$ cat src/rtl/tx_pacer.sv
module tx_pacer #(
  parameter int DATA_W  = 8,
  parameter int DIV_MID = 10,
  parameter int DIV_LOW = 100
) (
  input  logic              clk,
  input  logic              rst_n,
  input  logic [1:0]        speed_sel,
  input  logic              tx_permit,
  input  logic [DATA_W-1:0] s_tdata,
  input  logic              s_tvalid,
  input  logic              s_tlast,
  output logic              s_tready,
  output logic [DATA_W-1:0] o_data,
  output logic              o_strobe,
  output logic              o_sof,
  output logic              o_eof,
  output logic              o_underrun
);

  localparam int CNT_W = $clog2(DIV_LOW + 1);

  typedef enum logic [2:0] {ST_IDLE, ST_PRE, ST_WAIT, ST_RUN, ST_GAP} st_t;

  st_t              state;
  logic [1:0]       spd_q;
  logic [CNT_W-1:0] cnt;
  logic [CNT_W-1:0] period;
  logic             slot;
  logic             xfer;

  assign period = (spd_q == 2'd0) ? CNT_W'(1) :
                  (spd_q == 2'd1) ? CNT_W'(DIV_MID) : CNT_W'(DIV_LOW);
  assign slot   = (cnt == period - CNT_W'(1));

  assign s_tready = rst_n && ((state == ST_IDLE) || (state == ST_PRE) ||
                              ((state == ST_RUN) && slot));
  assign xfer     = s_tvalid && s_tready;

  always_ff @(posedge clk) begin
    if (!rst_n) begin
      state      <= ST_IDLE;
      spd_q      <= 2'd0;
      cnt        <= '0;
      o_underrun <= 1'b0;
    end else begin
      case (state)
        ST_IDLE: if (xfer) begin
          spd_q      <= speed_sel;
          o_underrun <= 1'b0;
          state      <= s_tlast ? ST_GAP : ST_PRE;
        end
        ST_PRE: if (xfer) state <= s_tlast ? ST_GAP : ST_WAIT;
        ST_WAIT: if (tx_permit) begin
          cnt   <= '0;
          state <= ST_RUN;
        end
        ST_RUN: begin
          if (slot) begin
            cnt <= '0;
            if (!s_tvalid) o_underrun <= 1'b1;
            else if (s_tlast) state <= ST_GAP;
          end else begin
            cnt <= cnt + CNT_W'(1);
          end
        end
        default: state <= ST_IDLE;
      endcase
    end
  end

  always_ff @(posedge clk) begin
    if (!rst_n) begin
      o_data   <= '0;
      o_strobe <= 1'b0;
      o_sof    <= 1'b0;
      o_eof    <= 1'b0;
    end else begin
      o_strobe <= xfer;
      o_sof    <= xfer && (state == ST_IDLE);
      o_eof    <= xfer && s_tlast;
      if (xfer) o_data <= s_tdata;
    end
  end

  p_strobe_follows_xfer_r4: assert property (@(posedge clk) disable iff (!rst_n)
    (s_tvalid && s_tready) |=> (o_strobe && o_data == $past(s_tdata)));

  p_no_strobe_without_xfer_r4: assert property (@(posedge clk) disable iff (!rst_n)
    !(s_tvalid && s_tready) |=> !o_strobe);

  p_flags_with_strobe_r5: assert property (@(posedge clk) disable iff (!rst_n)
    (o_sof || o_eof) |-> o_strobe);

  p_wait_for_permit_r3: assert property (@(posedge clk) disable iff (!rst_n)
    (state == ST_WAIT && !tx_permit) |=> (state == ST_WAIT && !s_tready));

  p_gap_after_last_r9: assert property (@(posedge clk) disable iff (!rst_n)
    (s_tvalid && s_tready && s_tlast) |=> !s_tready);

  p_paced_single_r6: assert property (@(posedge clk) disable iff (!rst_n)
    (state == ST_RUN && s_tready && spd_q != 2'd0) |=> !s_tready);

  p_speed_frozen_r8: assert property (@(posedge clk) disable iff (!rst_n)
    (state != ST_IDLE) |=> $stable(spd_q));

  p_underrun_on_miss_r7: assert property (@(posedge clk) disable iff (!rst_n)
    (state == ST_RUN && s_tready && !s_tvalid) |=> o_underrun);

endmodule

$ cat config.mk
export PLATFORM = sky130hd
export DESIGN_NAME = tx_pacer
export DESIGN_NICKNAME = d
export VERILOG_FILES = /design/src/rtl/tx_pacer.sv
export SDC_FILE = /design/constraint.sdc
export NUM_CORES = 1
export LEC_CHECK = 0
export BUFFER_PORTS_ARGS = -buffer_cell sky130_fd_sc_hd__buf_2
export CAP_MARGIN = 20
export CELL_PAD_IN_SITES_DETAIL_PLACEMENT = 2
export CELL_PAD_IN_SITES_GLOBAL_PLACEMENT = 2
export CORE_ASPECT_RATIO = 0.7
export CORE_UTILIZATION = 31
export CTS_CLUSTER_SIZE = 28
export DETAILED_ROUTE_END_ITERATION = 8
export PLACE_DENSITY = 0.74
export SLEW_MARGIN = 10
export SYNTH_ARGS = -nofsm -noshare
export SYNTH_HDL_FRONTEND = slang
export SYNTH_SLANG_ARGS = --single-unit
$ cat constraint.sdc
create_clock -name clk -period 2.1 [get_ports clk]
set_clock_uncertainty 0.05 [all_clocks]
set_input_delay 0.21 -clock clk [delete_from_list [all_inputs] [get_ports clk]]
set_output_delay 0.21 -clock clk [all_outputs]
set_load 0.05 [all_outputs]
==> impl_metrics.csv <==
group,metric,value,unit
outcome,status,"finished, violations left",
outcome,violations,"negative setup slack",
sta,rsz0062_at_grt,"yes",
synthesis,synth_top_area_share,41.4,%
floorplanning,chipWidth,75.1,um
sta,relSlewSlack,55.5,%
place,dp_hpwl,2590,um
synthesis,synthesis.area,1160,sq um
synthesis,syn_nets,143,
synthesis,netlist_instances,127,
floorplanning,io_pins,28,
final_layout,design_area,1450,sq um
global_route,antenna_found_initial,0,
clock_network,clk_latency,0.27,ns
final_layout,drive_gt1_share,31.7,%
synthesis,ys.flop_type,"dfxtp_1",
sta,worst_slack,-0.0760,ns
route,drtIter0Drc,27,
sta,setup_viol,1,
sta,hold_viol_final,0,
synthesis,yosysTopAreaCell,"dfxtp_1",
power,power,1.02,mW
clock_network,cts_buffer_depth,2,
route,wl,3500,um
place,place_area,1370,sq um
floorplanning,core,3560,sq um
global_route,grt_pass1_vias,1031,
clock_network,h-tree-depth,1,
final_layout,final_cell_mix,"26 x buf_2, 23 x dfxtp_1, 17 x nor2_1, 11 x nand2_1, 11 x mux2i_1",
route,ant_nets,0,
worst_hold_path,hold_path.class,"in2reg",
clock_network,cts_buffers,3,
place,place_congestion,0.790,
final_layout,final_common_cell,"buf_2",
sta,period_share,104,%
route,drt-pass1-iter-count,4,
floorplanning,rows,18,
worst_setup_path,path_max_fanout,7,
power,p_leak,0.617,nW
floorplanning,die_y,53.2,um
worst_setup_path,crit_arrival,1.92,ns
worst_setup_path,setup.worst_path.end_class,"primary output",
global_route,grtUsageTotal,18.2,%
sta,drv_slew,0,
worst_setup_path,crit_required,1.84,ns
route,viasPerCell,5.06,
clock_network,clkTransAtPathRegs,0.09,ns
place,dp_slack,0.130,ns
place,io_buffers,27,
synthesis,ys_ff_latch,24,
floorplanning,initial_core_util,32.6,%
sta,worst_pin_slew,0.660,ns
sta,setup_tns,-0.0760,ns
clock_network,cts.sinks,24,
flow_run,maxCapViolCount,0,
power,vdd_drop_max,0.338,mV
sta,max_freq,460,MHz
sta,period_minus_slack,2.18,ns
power,powerDensity,704,nW/um^2
synthesis,yosys-top-cells-area,"dfxtp_1 41%, mux2i_1 9.5%, nor2_1 5.8%",
synthesis,ys_types,37,
clock_network,root_buffer,"clkbuf_8",
worst_setup_path,startpoint_type,"flop",
global_route,grt_first_pass_wirelength,5180,um
final_layout,area_growth,25.4,%
synthesis,synthArstFlopShare,0,%
route,drt-wirelength-per-cell,16.6,um
final_layout,nets,178,
global_route,overflow,0,
global_route,grt_max_degree,14,
worst_setup_path,critical_path_class,"reg2out",
final_layout,antenna_cells,0,
clock_network,cts_tree,"built",
route,vias,1068,
synthesis,synth_edf_count,0,
synthesis,syn_area_per_cell,9.13,sq um
floorplanning,dieArea,3990,sq um
synthesis,ys_seq_area_share,41.4,%
route,drcViolationCount,0,
synthesis,ys_warn_count,0,
[sequential cells by signal, summed over array words and instances, names as in the netlist]
register and cells:
o_sof 1, state 3, o_strobe 1, o_data 8
o_underrun 1, spd_q 2, cnt 7, o_eof 1
[cells in the mapped netlist (2+ instances only)]
master    number
a21oi_1        5
o21ai_1        2
nor3_1         2
nand2_1       11
nor2_1        18
dfxtp_1       24
nor3b_1        2
buf_4          5
nor4_1         3
nand3_1        6
nor2b_1        7
a21boi_1       2
inv_1          2
mux2i_1       11
a31oi_1        2
o21ai_0        4
[layer usage]
layer  part of all wire (%)  global-route usage (%)  vias to the layer above
met5                      0                       0                        -
met4                   0.94                    5.66                        0
met3                    2.8                    4.00                        5
met2                     49                    29.4                       16
met1                     48                    23.9                      530
li1                       -                       -                      517
[final timing paths]
check | from | to | slack [ns] | cells past startpoint
min reg2reg | o_data[1] | o_data[1] | 0.45 | 2
max reg2reg | cnt[0] | o_data[4] | 0.07 | 7
min | speed_sel[1] | spd_q[1] | 0.12 | 3
max | cnt[0] | s_tready | -0.08 | 6
[power breakdown]
| group | switching (mW) | internal (mW) |
|---|---|---|
| clock network | 0.156 | 0.168 |
| registers | 0.0143 | 0.476 |
| logic | 0.135 | 0.0742 |
[cell families (layout without fill, tap and decap cells)]
family / Yosys count / after routing / synth area share (%)
compound gates: 24 / 24 / 15.8
fa+ha+maj: 1 / 1 / 1.08
simple gates: 57 / 57 / 26.5
buf+inv: 9 / 43 / 4.53
mux: 12 / 12 / 10.7
flops: 24 / 24 / 41.4
[what timing repair did]
item                       CTS  global route
hold buffers                 0             0
pin swaps                    1             1
resized for setup            4             0
setup buffers                1             1
setup endpoints to repair    1             1
[final cells by class]
class	count	area [sq um]
clock buffers	4	55.1
inverters	3	11.3
flip-flops and latches	24	482
repair buffers	36	209
multi-input cells	94	634
fillers	435	2100
well taps	50	62.6
[metrics by stage]
| step | util (%) | hold slack [ns] | cells |
|---|---|---|---|
| 6_report | 40.9 | 0.118 | 211 |
| 5_1_grt | 40.9 | 0.141 | 211 |
| 4_1_cts | 40.6 | 0.122 | 210 |
| 3_5_place_dp | 38.5 | 0.405 | 205 |
| 3_3_place_gp | 38.5 | 0.396 | 205 |
| 2_1_floorplan | - | 0.307 | 127 |
[worst max-delay path: stages (launching register included)]
cell and delay, ns:
dfxtp_1 0.48, nor2b_1 0.28, mux2i_2 0.30, nand3_2 0.12, o22a_1 0.20, nor2_2 0.10
buf_6 0.17
Power figures use the tool's default switching activity.
